--- src/rtl/i2cRdPkg.sv ---
package i2cRdPkg;

  typedef enum logic [3:0] {
    ST_IDLE,
    ST_DEV,
    ST_ACKD,
    ST_AHI,
    ST_ACKH,
    ST_ALO,
    ST_ACKL,
    ST_HOLD,
    ST_TX,
    ST_MACK
  } ctrlSt_t;

  // strobes from control to datapath, one cycle wide
  typedef struct packed {
    logic clrBits;
    logic shiftIn;
    logic countBit;
    logic latchHi;
    logic loadAddr;
    logic loadTx;
    logic shiftOut;
    logic incAddr;
  } dpStrobe_t;

endpackage

--- src/rtl/i2cRdLineCond.sv ---
module i2cRdLineCond #(
  parameter int SYNC_STAGES = 2
) (
  input  logic clk,
  input  logic rstN,
  input  logic sclIn,
  input  logic sdaIn,
  output logic sclLvl,
  output logic sdaLvl,
  output logic sclRise,
  output logic sclFall,
  output logic startDet,
  output logic stopDet
);

  logic [SYNC_STAGES-1:0] sclSh;
  logic [SYNC_STAGES-1:0] sdaSh;
  logic sclPrev;
  logic sdaPrev;

  generate
    if (SYNC_STAGES == 1) begin : g_single
      always_ff @(posedge clk or negedge rstN) begin
        if (!rstN) begin
          sclSh <= '1;
          sdaSh <= '1;
        end else begin
          sclSh <= sclIn;
          sdaSh <= sdaIn;
        end
      end
    end else begin : g_chain
      always_ff @(posedge clk or negedge rstN) begin
        if (!rstN) begin
          sclSh <= '1;
          sdaSh <= '1;
        end else begin
          sclSh <= {sclSh[SYNC_STAGES-2:0], sclIn};
          sdaSh <= {sdaSh[SYNC_STAGES-2:0], sdaIn};
        end
      end
    end
  endgenerate

  always_ff @(posedge clk or negedge rstN) begin
    if (!rstN) begin
      sclPrev <= 1'b1;
      sdaPrev <= 1'b1;
    end else begin
      sclPrev <= sclLvl;
      sdaPrev <= sdaLvl;
    end
  end

  assign sclLvl   = sclSh[SYNC_STAGES-1];
  assign sdaLvl   = sdaSh[SYNC_STAGES-1];
  assign sclRise  = sclLvl & ~sclPrev;
  assign sclFall  = ~sclLvl & sclPrev;
  assign startDet = sclLvl & sclPrev & sdaPrev & ~sdaLvl;
  assign stopDet  = sclLvl & sclPrev & ~sdaPrev & sdaLvl;

endmodule

--- src/rtl/i2cRdData.sv ---
module i2cRdData
  import i2cRdPkg::*;
#(
  parameter int         ADDR_W    = 12,
  parameter logic [7:0] DATA_SEED = 8'h3C
) (
  input  logic              clk,
  input  logic              rstN,
  input  dpStrobe_t         strb,
  input  logic              sdaLvl,
  output logic [7:0]        rxByte,
  output logic              bitsFull,
  output logic              txNext,
  output logic              loadMsb,
  output logic [3:0]        bitCnt,
  output logic [ADDR_W-1:0] addrCnt
);

  localparam logic [3:0] BYTE_BITS = 4'd8;

  logic [7:0] rxSh;
  logic [7:0] hiByte;
  logic [6:0] txSh;
  logic [7:0] curByte;

  function automatic logic [7:0] romByte(input logic [ADDR_W-1:0] a);
    logic [15:0] ax;
    logic [7:0]  mix;
    ax  = 16'(a);
    mix = 8'(ax * 16'd7) + DATA_SEED;
    return mix ^ ax[15:8];
  endfunction

  assign curByte = romByte(addrCnt);

  always_ff @(posedge clk or negedge rstN) begin
    if (!rstN) begin
      bitCnt  <= '0;
      rxSh    <= '0;
      hiByte  <= '0;
      txSh    <= '0;
      addrCnt <= '0;
    end else begin
      if (strb.clrBits)  bitCnt <= '0;
      if (strb.shiftIn) begin
        rxSh   <= {rxSh[6:0], sdaLvl};
        bitCnt <= bitCnt + 4'd1;
      end
      if (strb.countBit) bitCnt <= bitCnt + 4'd1;
      if (strb.latchHi)  hiByte <= rxSh;
      if (strb.loadAddr) addrCnt <= ADDR_W'({hiByte, rxSh});
      if (strb.loadTx) begin
        txSh   <= curByte[6:0];
        bitCnt <= '0;
      end
      if (strb.shiftOut) txSh <= {txSh[5:0], 1'b0};
      if (strb.incAddr)  addrCnt <= addrCnt + 1'b1;
    end
  end

  assign rxByte   = rxSh;
  assign bitsFull = (bitCnt == BYTE_BITS);
  assign txNext   = txSh[6];
  assign loadMsb  = curByte[7];

endmodule

--- src/rtl/i2cRdCtrl.sv ---
module i2cRdCtrl
  import i2cRdPkg::*;
#(
  parameter logic [6:0] DEV_ADDR = 7'h50
) (
  input  logic       clk,
  input  logic       rstN,
  input  logic       sclRise,
  input  logic       sclFall,
  input  logic       startDet,
  input  logic       stopDet,
  input  logic       sdaLvl,
  input  logic [7:0] rxByte,
  input  logic       bitsFull,
  input  logic       txNext,
  input  logic       loadMsb,
  output dpStrobe_t  strb,
  output logic       sdaOe,
  output ctrlSt_t    ctrlState
);

  ctrlSt_t st, stNext;
  logic    oeNext;
  logic    ackSeen, ackNext;

  always_comb begin
    stNext  = st;
    oeNext  = sdaOe;
    ackNext = ackSeen;
    strb    = '0;
    if (stopDet) begin
      stNext = ST_IDLE;
      oeNext = 1'b0;
    end else if (startDet) begin
      stNext       = ST_DEV;
      oeNext       = 1'b0;
      strb.clrBits = 1'b1;
    end else begin
      unique case (st)
        ST_DEV, ST_AHI, ST_ALO: begin
          if (sclRise && !bitsFull) begin
            strb.shiftIn = 1'b1;
          end else if (sclFall && bitsFull) begin
            if (st == ST_DEV) begin
              if (rxByte[7:1] == DEV_ADDR) begin
                stNext = ST_ACKD;
                oeNext = 1'b1;
              end else begin
                stNext = ST_IDLE;
              end
            end else if (st == ST_AHI) begin
              stNext       = ST_ACKH;
              oeNext       = 1'b1;
              strb.latchHi = 1'b1;
            end else begin
              stNext        = ST_ACKL;
              oeNext        = 1'b1;
              strb.loadAddr = 1'b1;
            end
          end
        end
        ST_ACKD: begin
          if (sclFall) begin
            if (rxByte[0]) begin
              stNext      = ST_TX;
              strb.loadTx = 1'b1;
              oeNext      = ~loadMsb;
            end else begin
              stNext       = ST_AHI;
              strb.clrBits = 1'b1;
              oeNext       = 1'b0;
            end
          end
        end
        ST_ACKH: begin
          if (sclFall) begin
            stNext       = ST_ALO;
            strb.clrBits = 1'b1;
            oeNext       = 1'b0;
          end
        end
        ST_ACKL: begin
          if (sclFall) begin
            stNext = ST_HOLD;
            oeNext = 1'b0;
          end
        end
        ST_TX: begin
          if (sclRise) begin
            strb.countBit = 1'b1;
          end else if (sclFall) begin
            if (bitsFull) begin
              stNext       = ST_MACK;
              oeNext       = 1'b0;
              strb.incAddr = 1'b1;
              ackNext      = 1'b0;
            end else begin
              strb.shiftOut = 1'b1;
              oeNext        = ~txNext;
            end
          end
        end
        ST_MACK: begin
          if (sclRise) begin
            ackNext = ~sdaLvl;
          end else if (sclFall) begin
            if (ackSeen) begin
              stNext      = ST_TX;
              strb.loadTx = 1'b1;
              oeNext      = ~loadMsb;
            end else begin
              stNext = ST_IDLE;
              oeNext = 1'b0;
            end
          end
        end
        default: begin
          oeNext = 1'b0;
        end
      endcase
    end
  end

  always_ff @(posedge clk or negedge rstN) begin
    if (!rstN) begin
      st      <= ST_IDLE;
      sdaOe   <= 1'b0;
      ackSeen <= 1'b0;
    end else begin
      st      <= stNext;
      sdaOe   <= oeNext;
      ackSeen <= ackNext;
    end
  end

  assign ctrlState = st;

endmodule

--- src/rtl/i2cRdTarget.sv ---
module i2cRdTarget
  import i2cRdPkg::*;
#(
  parameter logic [6:0] DEV_ADDR    = 7'h50,
  parameter int         ADDR_W      = 12,
  parameter logic [7:0] DATA_SEED   = 8'h3C,
  parameter int         SYNC_STAGES = 2
) (
  input  logic clk,
  input  logic rstN,
  input  logic sclIn,
  input  logic sdaIn,
  output logic sdaOe
);

  logic              sclLvl, sdaLvl, sclRise, sclFall, startDet, stopDet;
  dpStrobe_t         strb;
  logic [7:0]        rxByte;
  logic              bitsFull, txNext, loadMsb;
  logic [3:0]        bitCnt;
  logic [ADDR_W-1:0] addrCnt;
  ctrlSt_t           ctrlState;

  i2cRdLineCond #(.SYNC_STAGES(SYNC_STAGES)) u_line (
    .clk(clk), .rstN(rstN), .sclIn(sclIn), .sdaIn(sdaIn),
    .sclLvl(sclLvl), .sdaLvl(sdaLvl), .sclRise(sclRise), .sclFall(sclFall),
    .startDet(startDet), .stopDet(stopDet)
  );

  i2cRdCtrl #(.DEV_ADDR(DEV_ADDR)) u_ctrl (
    .clk(clk), .rstN(rstN), .sclRise(sclRise), .sclFall(sclFall),
    .startDet(startDet), .stopDet(stopDet), .sdaLvl(sdaLvl),
    .rxByte(rxByte), .bitsFull(bitsFull), .txNext(txNext), .loadMsb(loadMsb),
    .strb(strb), .sdaOe(sdaOe), .ctrlState(ctrlState)
  );

  i2cRdData #(.ADDR_W(ADDR_W), .DATA_SEED(DATA_SEED)) u_data (
    .clk(clk), .rstN(rstN), .strb(strb), .sdaLvl(sdaLvl),
    .rxByte(rxByte), .bitsFull(bitsFull), .txNext(txNext), .loadMsb(loadMsb),
    .bitCnt(bitCnt), .addrCnt(addrCnt)
  );

endmodule

--- config.mk ---
export PLATFORM = sky130hd
export DESIGN_NAME = i2cRdTarget
export DESIGN_NICKNAME = d
export VERILOG_FILES = /design/src/rtl/i2cRdPkg.sv /design/src/rtl/i2cRdLineCond.sv /design/src/rtl/i2cRdData.sv /design/src/rtl/i2cRdCtrl.sv /design/src/rtl/i2cRdTarget.sv
export SDC_FILE = /design/constraint.sdc
export NUM_CORES = 1
export LEC_CHECK = 0
export ABC_AREA = 1
export BUFFER_PORTS_ARGS = -buffer_cell sky130_fd_sc_hd__buf_2
export CAP_MARGIN = 20
export CORE_ASPECT_RATIO = 1.2
export CORE_UTILIZATION = 50
export CTS_CLUSTER_DIAMETER = 100
export DETAILED_ROUTE_END_ITERATION = 12
export PLACE_DENSITY = 0.68
export SYNTH_ARGS = -nofsm -noshare
export SYNTH_HDL_FRONTEND = slang
export SYNTH_HIERARCHICAL = 1
export SYNTH_SLANG_ARGS = --single-unit
--- constraint.sdc ---
create_clock -name clk -period 2.5 [get_ports clk]
set_clock_uncertainty 0.2 [all_clocks]
set_input_delay 0.125 -clock clk [delete_from_list [all_inputs] [get_ports clk]]
set_output_delay 0.125 -clock clk [all_outputs]
set_load 0.005 [all_outputs]
==> qor_table.md, run 1 <==
| Quantity | This run |
|---|---|
| Max Clk Rate | 350 MHz |
| Endpoint class of the critical path | register |
| Net count of the mapped netlist | 466 |
| Gp weighted congestion | 0.911 |
| End point of the critical path | u_ctrl/sdaOe$_DFFE_PN0P_ |
| Post-Synth Simple-Gate Area | 31.0% |
| Static leakage | 0.00190 uW |
| Worst slew slack as a fraction of its limit | 63.0% |
| DRC | 0 |
| Router iterations before antenna repair | 6 |
| Kind of critical path | register to register |
| Share of cells above drive strength 1 | 23.1% |
| Least setup slack across all paths after layout | -0.357 ns |
| Complex-gate fraction of the synthesized area | 9.49% |
| Slowest cell on the critical path | sky130_fd_sc_hd__fa_1 |
| Overall routed net length | 7.40 mm |
| Max-slew violation total from the final report | 0 |
| PD cells | 687 mW/mm^2 |
| Post-Synthesis Mean Instance Area | 7.42 sq um |
| Number of standard-cell rows in the floorplan | 31 |
| Vias in the first global route | 2,855 |
| Final Instance Count excl. Fillers | 566 |
| Crit path max fanout | 3 |
| Die height | 90.2 microns |
| Post-synthesis instance total | 437 |
| Capture instance of the worst register-to-register path | u_ctrl/sdaOe$_DFFE_PN0P_ |
| Routed via count divided by cell count | 5.05 |
| Part of the Yosys area used for sequential elements | 36.5% |
| Ys Warns | 6 |
| RSZ-0062 raised after global routing | yes |
| Die area | 0.00681 sq mm |
| Wire length of the first global-routing pass | 12.6 mm |
| Slack of the worst reg-to-reg path | -0.36 ns |
| Total number of vias | 2,860 |
| Post-DR wirelength/cell | 13.1 microns |
| Portion of netlist area occupied by mux cells | 0.309% |
| Count of cell types in the netlist | 33 |
| Final Hold Vio Count | 0 |
| Clock Sink Count | 47 |
| Root cell of the clock tree | sky130_fd_sc_hd__clkbuf_8 |
| Number of DRC markers in iteration 0 | 284 |
| Later-pin clock latency in the skew report | 0.30 ns |
| Num CTS Buffers | 5 |
| Clock tree from TritonCTS | yes |
| Max incr delay on CP | 0.47 ns |
| Critical path cell sequence | inv_2 > ha_4 > inv_2 > fa_1 > ha_2 > inv_2 > fa_2 > inv_2 > nand2_2 > nand2_2 > a21oi_2 > inv_1 > nand3_2 > nand2_2 > nor2_1 > nand2_1 > nand3_1 > nand3_1 > nand2_1 |
| Largest net degree at the start of global routing | 23 |
| Number of register bits inferred by synthesis | 47 |
| Final layout net count | 512 |
| CP Launch Type | register |
| Initial Utilization | 52.6% |
| Maximum vdd drop | 0.374 mV |
| Highest metal used | met4 |
| Status | finished with violations |
| Reg clk slew, reported paths | 0.10 ns |
| Worst r2r path cells | 19 |
| Grt ovf | 0 |
| Most common library cell in the layout ignoring fill and taps | sky130_fd_sc_hd__nand2_1 |
| Area grow syn2layout | 18.4% |
| Final HPWL DP | 5.74 mm |
| Period utilisation layout | 114% |
| Netlist area before placement | 0.00324 sq mm |
| Worst endpoint required time | 2.49 ns |
| Crit path arrival time | 2.84 ns |
| Total of max-cap violations | 0 |
| Met1 layer wirelength in the final routing | 3.21 mm |
| Time the final worst path needs with I/O delays and setup | 2.86 ns |
| Most repeated library cell on the critical path | sky130_fd_sc_hd__inv_2 |
| Placed instance count | 547 |
| Number of I/O port buffers | 4 |
| Floorplan Core Area | 0.00617 sq mm |
| Setup violators final | 1 |
| All-Layer GR Usage | 23.9% |
| Launching instance or port of the critical path | u_data/addrCnt[1]$_DFFE_PN0P_ |
| Failing checks | setup timing |
| Number of antenna violations at the first check in global routing | 0 |
| Hold Path Class | primary input to async pin |
| Post-DRT Antenna Nets | 0 |
| Post-Synth XOR/XNOR Area | 2.70% |
| Synthesized-area fraction occupied by adder cells | 10.8% |
| RR Startpoint | u_data/addrCnt[1]$_DFFE_PN0P_ |
| H-Tree Level Count | 2 |
| Largest family of logic cells by synthesized area | simple AND/OR/NAND/NOR gates |
| Chip width | 75.5 microns |
| Met3 WL post-DR | 289 microns |
| Most frequent cells in the layout | sky130_fd_sc_hd__nand2_1 (108), sky130_fd_sc_hd__inv_1 (60), sky130_fd_sc_hd__dfrtp_1 (41) |
| Transition time of the tightest slew-check pin | 0.553 ns |
| Total length of routed met2 wires | 3.76 mm |
| Total inserted antenna cells | 0 |
| Boundary pin count | 5 |
| Buffer depth of the longest clock path | 2 |
| Post-route total power | 2640 uW |
[cells in the mapped netlist, drive strengths merged]
cell type	count	area share, %
dfrtp	41	32
ha	20	7.7
xnor2	5	1.4
or2	2	0.39
nor2	51	7.7
nand3b	1	0.23
mux2i	1	0.31
nand2	122	15
inv	76	8.8
clkbuf	1	0.12
o21ai	29	4.5
o31ai	1	0.23
a21oi	6	0.93
o22ai	4	0.77
xor2	5	1.4
dfstp	6	4.9
nor3	4	0.62
a31oi	2	0.39
nor4	1	0.19
a22oi	2	0.46
nand3	40	6.6
o221ai	4	1.1
o211ai	5	1.2
fa	5	3.1
nand4	1	0.19
buf	2	0.31
[worst min path at each step]
stage | start | to | slack [ns]
2_1_floorplan | rstN | u_ctrl/ackSeen$_DFFE_PN0P_ | -0.37
3_3_place_gp | rstN | u_data/addrCnt[4]$_DFFE_PN0P_ | -0.08
3_5_place_dp | rstN | u_data/addrCnt[2]$_DFFE_PN0P_ | -0.07
4_1_cts | rstN | u_data/rxByte[7]$_DFFE_PN0P_ | 0.13
5_1_grt | u_line/sdaSh[0]$_DFF_PN1_ | u_line/sdaSh[1]$_DFF_PN1_ | 0.16
6_report | rstN | u_data/txSh[0]$_DFFE_PN0P_ | 0.12
[per-layer routing]
layer | vias to the layer above | GRT usage (%)
li1 | 1468 | -
met5 | - | 0
met3 | 12 | 4.71
met2 | 57 | 40.3
met4 | 0 | 8.80
met1 | 1323 | 29.3
[state kept, by name, indices dropped and copies added (netlist names)]
signal,count
u_ctrl/ackSeen,1
u_ctrl/ctrlState,4
u_ctrl/sdaOe,1
u_data/addrCnt,12
u_data/bitCnt,4
u_data/hiByte,4
u_data/rxByte,8
u_data/txSh,7
u_line/sclPrev,1
u_line/sclSh,2
u_line/sdaPrev,1
u_line/sdaSh,2
[stage by stage]
step	util, %	area, sq um	worst slack (ns)	hold slack [ns]	setup TNS [ns]
6_report	62.3	3840	-0.357	0.124	-0.357
5_1_grt	62.3	3840	-0.474	0.165	-0.702
4_1_cts	60.8	3750	-0.331	0.133	-0.331
3_5_place_dp	57.8	3560	-0.324	-0.0724	-0.324
3_3_place_gp	57.8	3560	-0.217	-0.0750	-0.217
2_1_floorplan	-	3250	-0.224	-0.371	-0.224
[kinds of logic (layout without fill, tap and decap cells)]
logic type | after synthesis | count (layout)
compound gates | 53 | 53
buf+inv | 79 | 126
fa+ha+maj | 25 | 25
simple gates | 222 | 222
mux | 1 | 1
flops | 47 | 47
xor+xnor | 10 | 10
[what timing repair did]
action	4_1_cts	5_1_grt
resized for setup	5	17
setup buffers	3	5
hold buffers	3	0
setup endpoints to repair	1	10
pin swaps	3	6
endpoints found under the hold margin	22	0
[critical path, delay by kind of cell, from the launching register on]
kind / cells / cell delay (ns)
buffers and inverters: 5 / 0.29
and+or+nand+nor: 9 / 0.54
adders and majority gates: 4 / 1.26
AOI/OAI and AO/OA: 1 / 0.06
DFF: 1 / 0.38
[report_power, final]
group | switching [uW] | internal [uW] | total (uW) | leakage (uW)
combinational | 655 | 368 | 1020 | 0.00122
clock | 273 | 303 | 576 | 0.0000587
sequential | 150 | 890 | 1040 | 0.000621
[final cells by class]
class / instances / area [sq um]
Fill cell: 548 / 2330
Tap cell: 82 / 103
Inverter: 76 / 285
Multi-Input combinational cell: 311 / 1840
Clock buffer: 5 / 68.8
Sequential cell: 47 / 1180
Clock inverter: 3 / 47.5
Timing Repair Buffer: 42 / 313
(Power assumes the default switching activity.)
==> run 2, diff against run 1 <==
--- a/config.mk
+++ b/config.mk
@@ -6,13 +6,15 @@
 export NUM_CORES = 1
 export LEC_CHECK = 0
 export ABC_AREA = 1
-export BUFFER_PORTS_ARGS = -buffer_cell sky130_fd_sc_hd__buf_2
-export CAP_MARGIN = 20
+export CAP_MARGIN = 40
+export CELL_PAD_IN_SITES_DETAIL_PLACEMENT = 0
+export CELL_PAD_IN_SITES_GLOBAL_PLACEMENT = 1
 export CORE_ASPECT_RATIO = 1.2
-export CORE_UTILIZATION = 50
+export CORE_UTILIZATION = 43
 export CTS_CLUSTER_DIAMETER = 100
 export DETAILED_ROUTE_END_ITERATION = 12
-export PLACE_DENSITY = 0.68
+export DONT_BUFFER_PORTS = 1
+export PLACE_DENSITY = 0.76
 export SYNTH_ARGS = -nofsm -noshare
 export SYNTH_HDL_FRONTEND = slang
 export SYNTH_HIERARCHICAL = 1
==> qor_table.md, run 2 (synthesis gave the netlist of run 1 again) <==
| Quantity | This run | Delta |
|---|---|---|
| Total of max-cap violations | 0 | unchanged |
| Static leakage | 0.00186 uW | -2.1% |
| Multi-input logic area | 0.00183 sq mm | -0.68% |
| Share of cells above drive strength 1 | 21.2% | -1.9 points |
| Vias in the first global route | 2,771 | -2.9% |
| Failing checks | setup timing |  |
| RSZ-0062 raised after global routing | yes |  |
| Routed via count divided by cell count | 4.90 | -2.9% |
| Boundary pin count | 5 | unchanged |
| H-Tree Level Count | 2 | unchanged |
| Post-DR wirelength/cell | 13.2 microns | +0.97% |
| # fillers | 728 | +33% |
| Maximum vdd drop | 0.479 mV | +28% |
| Hold Path Class | primary input to register |  |
| Die height | 97.1 microns | +7.7% |
| Number of standard-cell rows in the floorplan | 34 | +9.7% |
| Transition time of the tightest slew-check pin | 0.512 ns | -0.0415 ns |
| Time the final worst path needs with I/O delays and setup | 2.75 ns | -0.109 ns |
| Number of I/O port buffers | 0 | -4 |
| Most frequent cells in the layout | sky130_fd_sc_hd__nand2_1 (109), sky130_fd_sc_hd__inv_1 (61), sky130_fd_sc_hd__dfrtp_1 (41) |  |
| Number of DRC markers in iteration 0 | 102 | -64% |
| Buffer depth of the longest clock path | 2 | unchanged |
| Num CTS Buffers | 5 | unchanged |
| Root cell of the clock tree | sky130_fd_sc_hd__clkbuf_8 |  |
| Worst endpoint required time | 2.49 ns | about the same |
| CP Launch Type | register |  |
| Post-DRT Antenna Nets | 0 | unchanged |
| Kind of critical path | register to register |  |
| Worst slew slack as a fraction of its limit | 65.8% | +2.8 points |
| Clock tree from TritonCTS | yes |  |
| Final layout net count | 504 | -1.6% |
| Register ranked first by flip-flop count | u_data/addrCnt |  |
| Later-pin clock latency in the skew report | 0.30 ns | about the same |
| Max-slew violation total from the final report | 0 | unchanged |
| Least setup slack across all paths after layout | -0.248 ns | +0.109 ns |
| Most common library cell in the layout ignoring fill and taps | sky130_fd_sc_hd__nand2_1 |  |
| PD cells | 676 mW/mm^2 | -1.7% |
| Final HPWL DP | 5.86 mm | +2.2% |
| Number of antenna violations at the first check in global routing | 0 | unchanged |
| Number of flip-flops under the largest register name | 12 | unchanged |
| Floorplan Core Area | 0.00727 sq mm | +18% |
| Clock Sink Count | 47 | unchanged |
| Total inserted antenna cells | 0 | unchanged |
| Setup violators final | 1 | unchanged |
| Status | finished with violations |  |
| Post-route total power | 2560 uW | -3.0% |
| Crit path max fanout | 3 | unchanged |
| Gp weighted congestion | 0.832 | -8.6% |
| Crit path arrival time | 2.74 ns | -0.10 ns |
| Combined flip-flop and latch cell area | 0.00118 sq mm | unchanged |
| Placed instance count | 551 | +0.73% |
| Final Instance Count excl. Fillers | 566 | unchanged |
| Total number of vias | 2,776 | -2.9% |
| Die area | 0.00790 sq mm | +16% |
| Reg clk slew, reported paths | 0.10 ns | about the same |
| Area grow syn2layout | 16.7% |  |
| Overall routed net length | 7.47 mm | +0.97% |
| Endpoint class of the critical path | register |  |
| DRC | 0 | unchanged |
| All-Layer GR Usage | 20.8% | -3.1 points |
| Chip width | 81.3 microns | +7.6% |
| Router iterations before antenna repair | 4 | -2 |
| Wire length of the first global-routing pass | 12.7 mm | +1.4% |
| Grt ovf | 0 | unchanged |
| Initial Utilization | 44.6% | -8.0 points |
| Period utilisation layout | 110% | -4.4 points |
| Largest net degree at the start of global routing | 48 | +110% |
| Max Clk Rate | 364 MHz | +4.0% |
| Final Hold Vio Count | 0 | unchanged |
run 2: cell count changes in the layout (fill, tap and decap cells not counted), sizes merged:
cell    before  now
buf         39   31
bufinv       1    0
inv         77   78
run 2: final cells by class:
| class | instances | area share (%) |
|---|---|---|
| clock inverter | 3 | 0.694 |
| sequential | 47 | 31.3 |
| tap | 90 | 2.97 |
| clock buffer | 5 | 1.82 |
| inverter | 76 | 7.53 |
| multi-input combinational | 311 | 48.2 |
| timing repair buffer | 34 | 7.47 |
run 2: critical path: stages, from the launching register on:
cell and delay [ns]:
sky130_fd_sc_hd__dfrtp_1 0.37, sky130_fd_sc_hd__inv_2 0.06, sky130_fd_sc_hd__ha_4 0.26, sky130_fd_sc_hd__inv_2 0.03
sky130_fd_sc_hd__fa_1 0.48, sky130_fd_sc_hd__ha_2 0.18, sky130_fd_sc_hd__inv_2 0.04, sky130_fd_sc_hd__fa_2 0.32
sky130_fd_sc_hd__inv_2 0.07, sky130_fd_sc_hd__nand2_2 0.05, sky130_fd_sc_hd__nand2_2 0.05, sky130_fd_sc_hd__a21oi_2 0.05
sky130_fd_sc_hd__inv_1 0.06, sky130_fd_sc_hd__nand3_2 0.05, sky130_fd_sc_hd__nand2_1 0.07, sky130_fd_sc_hd__nor2_1 0.04
sky130_fd_sc_hd__nand2_1 0.07, sky130_fd_sc_hd__nand3_1 0.06, sky130_fd_sc_hd__nand3_1 0.07, sky130_fd_sc_hd__nand2_1 0.04
run 2: final timing paths:
check | from | endpoint | slack [ns] | depth (start not counted)
max reg2reg | u_data/addrCnt[1]$_DFFE_PN0P_ | u_ctrl/sdaOe$_DFFE_PN0P_ | -0.25 | 19
min | sclIn | u_line/sclSh[0]$_DFF_PN1_ | 0.16 | 1
min in group asynchronous | rstN | u_ctrl/ctrlState[0]$_DFFE_PN0P_ | 0.18 | 2
max in group asynchronous | rstN | u_line/sdaPrev$_DFF_PN1_ | 1.66 | 2
min reg2reg | u_line/sclSh[0]$_DFF_PN1_ | u_line/sclSh[1]$_DFF_PN1_ | 0.16 | 0
max | u_data/addrCnt[1]$_DFFE_PN0P_ | u_ctrl/sdaOe$_DFFE_PN0P_ | -0.25 | 19
run 2: what timing repair did:
| item | CTS | global route |
|---|---|---|
| hold buffers | 4 | 0 |
| setup buffers | 0 | 3 |
| setup endpoints to repair | 1 | 15 |
| hold endpoints to repair | 49 | 0 |
| gates cloned | 0 | 0 |
| resized for setup | 5 | 13 |
| pin swaps | 2 | 5 |
run 2: routing by layer:
layer	global-route usage, %	share of wire (%)	vias up
li1	-	-	1456
met1	26.9	46	1280
met2	35.4	50	33
met3	2.72	2.5	7
met4	5.77	1.3	0
met5	0	0	-
run 2: per-stage QoR:
| stage | setup slack [ns] | hold slack [ns] | utilization, % | TNS, ns | instance area (sq um) |
|---|---|---|---|---|---|
| after floorplan | -0.224 | -0.371 | - | -0.224 | 3250 |
| after global placement | -0.227 | -0.369 | 48.8 | -0.227 | 3550 |
| after detailed placement | -0.287 | -0.369 | 48.8 | -0.287 | 3550 |
| after CTS | -0.255 | 0.142 | 51.2 | -0.255 | 3720 |
| after global routing | -0.454 | 0.147 | 52.0 | -0.498 | 3790 |
| final | -0.248 | 0.157 | 52.0 | -0.248 | 3790 |
run 2: power breakdown:
group / leakage [uW] / switching, uW / internal (uW)
registers: 0.000621 / 145 / 890
clock network: 0.0000491 / 289 / 206
logic: 0.00119 / 655 / 373
total: 0.00186 / 1090 / 1470
==> run 3, diff against run 2 <==
--- a/config.mk
+++ b/config.mk
@@ -5,17 +5,15 @@
 export SDC_FILE = /design/constraint.sdc
 export NUM_CORES = 1
 export LEC_CHECK = 0
-export ABC_AREA = 1
 export CAP_MARGIN = 40
 export CELL_PAD_IN_SITES_DETAIL_PLACEMENT = 0
 export CELL_PAD_IN_SITES_GLOBAL_PLACEMENT = 1
 export CORE_ASPECT_RATIO = 1.2
-export CORE_UTILIZATION = 43
+export CORE_UTILIZATION = 46
 export CTS_CLUSTER_DIAMETER = 100
 export DETAILED_ROUTE_END_ITERATION = 12
 export DONT_BUFFER_PORTS = 1
 export PLACE_DENSITY = 0.76
 export SYNTH_ARGS = -nofsm -noshare
 export SYNTH_HDL_FRONTEND = slang
-export SYNTH_HIERARCHICAL = 1
 export SYNTH_SLANG_ARGS = --single-unit
==> qor_table.md, run 3 <==
| Quantity | This run | Delta |
|---|---|---|
| Most frequent cells after synthesis | sky130_fd_sc_hd__dfrtp_1 (41), sky130_fd_sc_hd__inv_1 (24), sky130_fd_sc_hd__ha_1 (20) |  |
| Buffer depth of the longest clock path | 2 | unchanged |
| Slowest cell on the critical path | sky130_fd_sc_hd__or4b_4 |  |
| Router iterations before antenna repair | 4 | unchanged |
| Boundary pin count | 5 | unchanged |
| Chip width | 75.0 microns | -7.7% |
| Post-synthesis instance total | 297 | -32% |
| # fillers | 556 | -24% |
| Instance area at placement | 0.00327 sq mm | -7.9% |
| Number of flip-flops under the largest register name | 12 | unchanged |
| Post-synth top flop | sky130_fd_sc_hd__dfrtp_1 |  |
| Kind of critical path | register to register |  |
| Total number of vias | 2,312 | -17% |
| Routed via count divided by cell count | 5.54 | +13% |
| Hold Path Class | primary input to async pin |  |
| Number of register bits inferred by synthesis | 47 | unchanged |
| Share of cells above drive strength 1 | 26.0% | +4.8 points |
| Dominant cells by area after synthesis | sky130_fd_sc_hd__dfrtp_1 (35%), sky130_fd_sc_hd__ha_1 (8.5%), sky130_fd_sc_hd__dfstp_2 (5.4%) |  |
| Number of antenna violations at the first check in global routing | 0 | unchanged |
| Time the final worst path needs with I/O delays and setup | 2.99 ns | +0.242 ns |
| Number of enable-type register cells in the synthesized netlist | 0 | unchanged |
| Post-route total power | 2140 uW | -16% |
| Area grow syn2layout | 17.9% |  |
| Synth async-reset ratio | 100% | unchanged |
| CP Launch Type | register |  |
| Cell type group with the largest total delay on the critical path | adder cells |  |
| Number of DRC markers in iteration 0 | 151 | +48% |
| Status | finished with violations |  |
| Worst slew slack as a fraction of its limit | 69.6% | +3.8 points |
| Placed instance count | 402 | -27% |
| PD cells | 618 mW/mm^2 | -8.5% |
| Gp weighted congestion | 0.834 | +0.19% |
| Clock tree from TritonCTS | yes |  |
| Final sum of negative setup slack | -0.906 ns | -0.658 ns |
| Launching instance or port of the critical path | u_data.addrCnt[1]$_DFFE_PN0P_ |  |
| Ys Warns | 0 | -6 |
| Count of cell types in the netlist | 61 | +85% |
| Part of the Yosys area used for sequential elements | 40.2% | +3.7 points |
| Critical path cell sequence | inv_2 > ha_4 > fa_1 > inv_1 > ha_2 > inv_2 > fa_2 > nor2b_1 > o21a_1 > nor3_1 > or4b_4 > a31oi_1 |  |
| Crit path arrival time | 3.01 ns | +0.27 ns |
| Net count of the mapped netlist | 326 | -30% |
| Static leakage | 0.00161 uW | -14% |
| Number of I/O port buffers | 0 | unchanged |
| Least setup slack across all paths after layout | -0.490 ns | -0.242 ns |
| RSZ-0062 raised after global routing | yes |  |
| Worst endpoint required time | 2.52 ns | +0.03 ns |
| Crit path max fanout | 3 | unchanged |
| Grt ovf | 0 | unchanged |
| Clock Sink Count | 47 | unchanged |
| Initial Utilization | 48.3% | +3.7 points |
| Maximum vdd drop | 0.312 mV | -35% |
| Wire length of the first global-routing pass | 10.7 mm | -16% |
| Failing checks | setup timing |  |
| Transition time of the tightest slew-check pin | 0.455 ns | -0.0567 ns |
| Reg clk slew, reported paths | 0.09 ns | about the same |
| H-Tree Level Count | 2 | unchanged |
| Post-synth top area cell | sky130_fd_sc_hd__dfrtp_1 |  |
| Period utilisation layout | 120% | +9.7 points |
| All-Layer GR Usage | 21.3% | +0.54 points |
| Netlist area before placement | 0.00294 sq mm | -9.3% |
| Max-slew violation total from the final report | 0 | unchanged |
| Setup violators final | 4 | +3 |
| Floorplan Core Area | 0.00609 sq mm | -16% |
| Final Instance Count excl. Fillers | 417 | -26% |
| Most frequent cells in the layout | sky130_fd_sc_hd__dfrtp_1 (41), sky130_fd_sc_hd__buf_4 (39), sky130_fd_sc_hd__inv_1 (19) |  |
| Final layout net count | 363 | -28% |
| DRC | 0 | unchanged |
| Final HPWL DP | 4.97 mm | -15% |
| Most common library cell in the layout ignoring fill and taps | sky130_fd_sc_hd__dfrtp_1 |  |
| Final Hold Vio Count | 0 | unchanged |
| Worst-case hold slack | 0.135 ns | -0.0216 ns |
| Register ranked first by flip-flop count | u_data.addrCnt |  |
| Post-Synthesis Mean Instance Area | 9.91 sq um | +34% |
| Post-DR wirelength/cell | 16.0 microns | +21% |
| RR Startpoint | u_data.addrCnt[1]$_DFFE_PN0P_ |  |
| Die height | 89.6 microns | -7.7% |
| Number of buffers and inverters on the critical path | 3 | -2 |
| Vias in the first global route | 2,296 | -17% |
| Total inserted antenna cells | 0 | unchanged |
| Total of max-cap violations | 0 | unchanged |
| Most repeated library cell on the critical path | sky130_fd_sc_hd__inv_2 |  |
| Overall routed net length | 6.65 mm | -11% |
| Design Area, Final | 0.00347 sq mm | -8.4% |
| Die area | 0.00672 sq mm | -15% |
| Num CTS Buffers | 5 | unchanged |
| Max incr delay on CP | 0.47 ns | about the same |
| Yosys top cell area share | 34.9% | +3.2 points |
| Later-pin clock latency in the skew report | 0.30 ns | about the same |
| Largest net degree at the start of global routing | 48 | unchanged |
| Post-DRT Antenna Nets | 0 | unchanged |
| Max Clk Rate | 334 MHz | -8.1% |
| Root cell of the clock tree | sky130_fd_sc_hd__clkbuf_8 |  |
| Number of standard-cell rows in the floorplan | 31 | -8.8% |
| Endpoint class of the critical path | register |  |
| Most frequently used cell type in the post-synthesis netlist | sky130_fd_sc_hd__dfrtp_1 |  |
[run 3: cell count changes after synthesis, sizes merged, moves of 12 or more]
cell,previous run,this run
nor2,51,18
mux2,0,12
nand2,122,18
inv,76,24
nand3,40,17
o21ai,29,15
[run 3: path summary, 6_finish.rpt]
kind                                                      to  slack, ns  depth (start not counted)
worst max-delay path                u_ctrl.sdaOe$_DFFE_PN0P_      -0.49                         12
worst min-delay path            u_data.bitCnt[2]$_DFFE_PN0P_       0.14                          2
worst max register to register      u_ctrl.sdaOe$_DFFE_PN0P_      -0.49                         12
worst min register to register     u_line.sdaSh[1]$_DFF_PN1_       0.16                          0
max in group asynchronous          u_line.sdaSh[0]$_DFF_PN1_       1.69                          2
min in group clk                   u_line.sdaSh[1]$_DFF_PN1_       0.16                          0
[run 3: kinds of logic (layout without fill, tap and decap cells)]
logic type	count (synthesis)	after routing	synth area share, %
simple gates	97	97	18.5
compound gates	67	67	15.8
buf+inv	37	75	5.40
xor+xnor	11	11	3.27
flops	47	47	40.2
mux	13	13	4.93
fa+ha+maj	25	25	11.9
[run 3: what timing repair did]
action | CTS | global route
hold buffers | 4 | 0
setup endpoints to repair | 4 | 5
setup buffers | 1 | 2
endpoints found under the hold margin | 49 | 0
pin swaps | 2 | 3
resized for setup | 2 | 2
gates cloned | 0 | 0
[run 3: stage by stage]
step                      setup WS (ns)  util, %
after floorplan                  -0.405        -
after global placement           -0.381     53.8
after detailed placement         -0.422     53.8
after CTS                        -0.446     56.5
after global routing             -0.620     57.0
final                            -0.490     57.0
[run 3: final cells by class]
class                           instances  area (sq um)  share of cell area, %
Timing Repair Buffer                   43           350                   10.1
Clock inverter                          1          5.00                  0.144
Clock buffer                            7          86.3                   2.49
Sequential cell                        47          1180                   34.1
Inverter                               24          90.1                   2.60
Tap cell                               82           103                   2.96
Multi-Input combinational cell        213          1650                   47.6
[run 3: layer usage]
layer | routed length (microns) | track usage (%) | vias to the layer above
met1 | 2900 | 26.4 | 1109
met3 | 164 | 2.90 | 16
met2 | 3410 | 37.3 | 38
li1 | - | - | 1149
met5 | 0 | 0 | -
met4 | 177 | 8.58 | 0
[run 3: where the power goes]
group | switching (uW) | internal, uW | total [uW]
Clock | 249 | 224 | 473
Combinational | 304 | 323 | 627
Sequential | 150 | 895 | 1040
[run 3: worst register-to-register path, stage by stage (launching register included)]
cell and delay (ns):
sky130_fd_sc_hd__dfrtp_1 0.40, sky130_fd_sc_hd__inv_2 0.09, sky130_fd_sc_hd__ha_4 0.20, sky130_fd_sc_hd__fa_1 0.46
sky130_fd_sc_hd__inv_1 0.08, sky130_fd_sc_hd__ha_2 0.18, sky130_fd_sc_hd__inv_2 0.04, sky130_fd_sc_hd__fa_2 0.35
sky130_fd_sc_hd__nor2b_1 0.11, sky130_fd_sc_hd__o21a_1 0.14, sky130_fd_sc_hd__nor3_1 0.06, sky130_fd_sc_hd__or4b_4 0.47
sky130_fd_sc_hd__a31oi_1 0.13
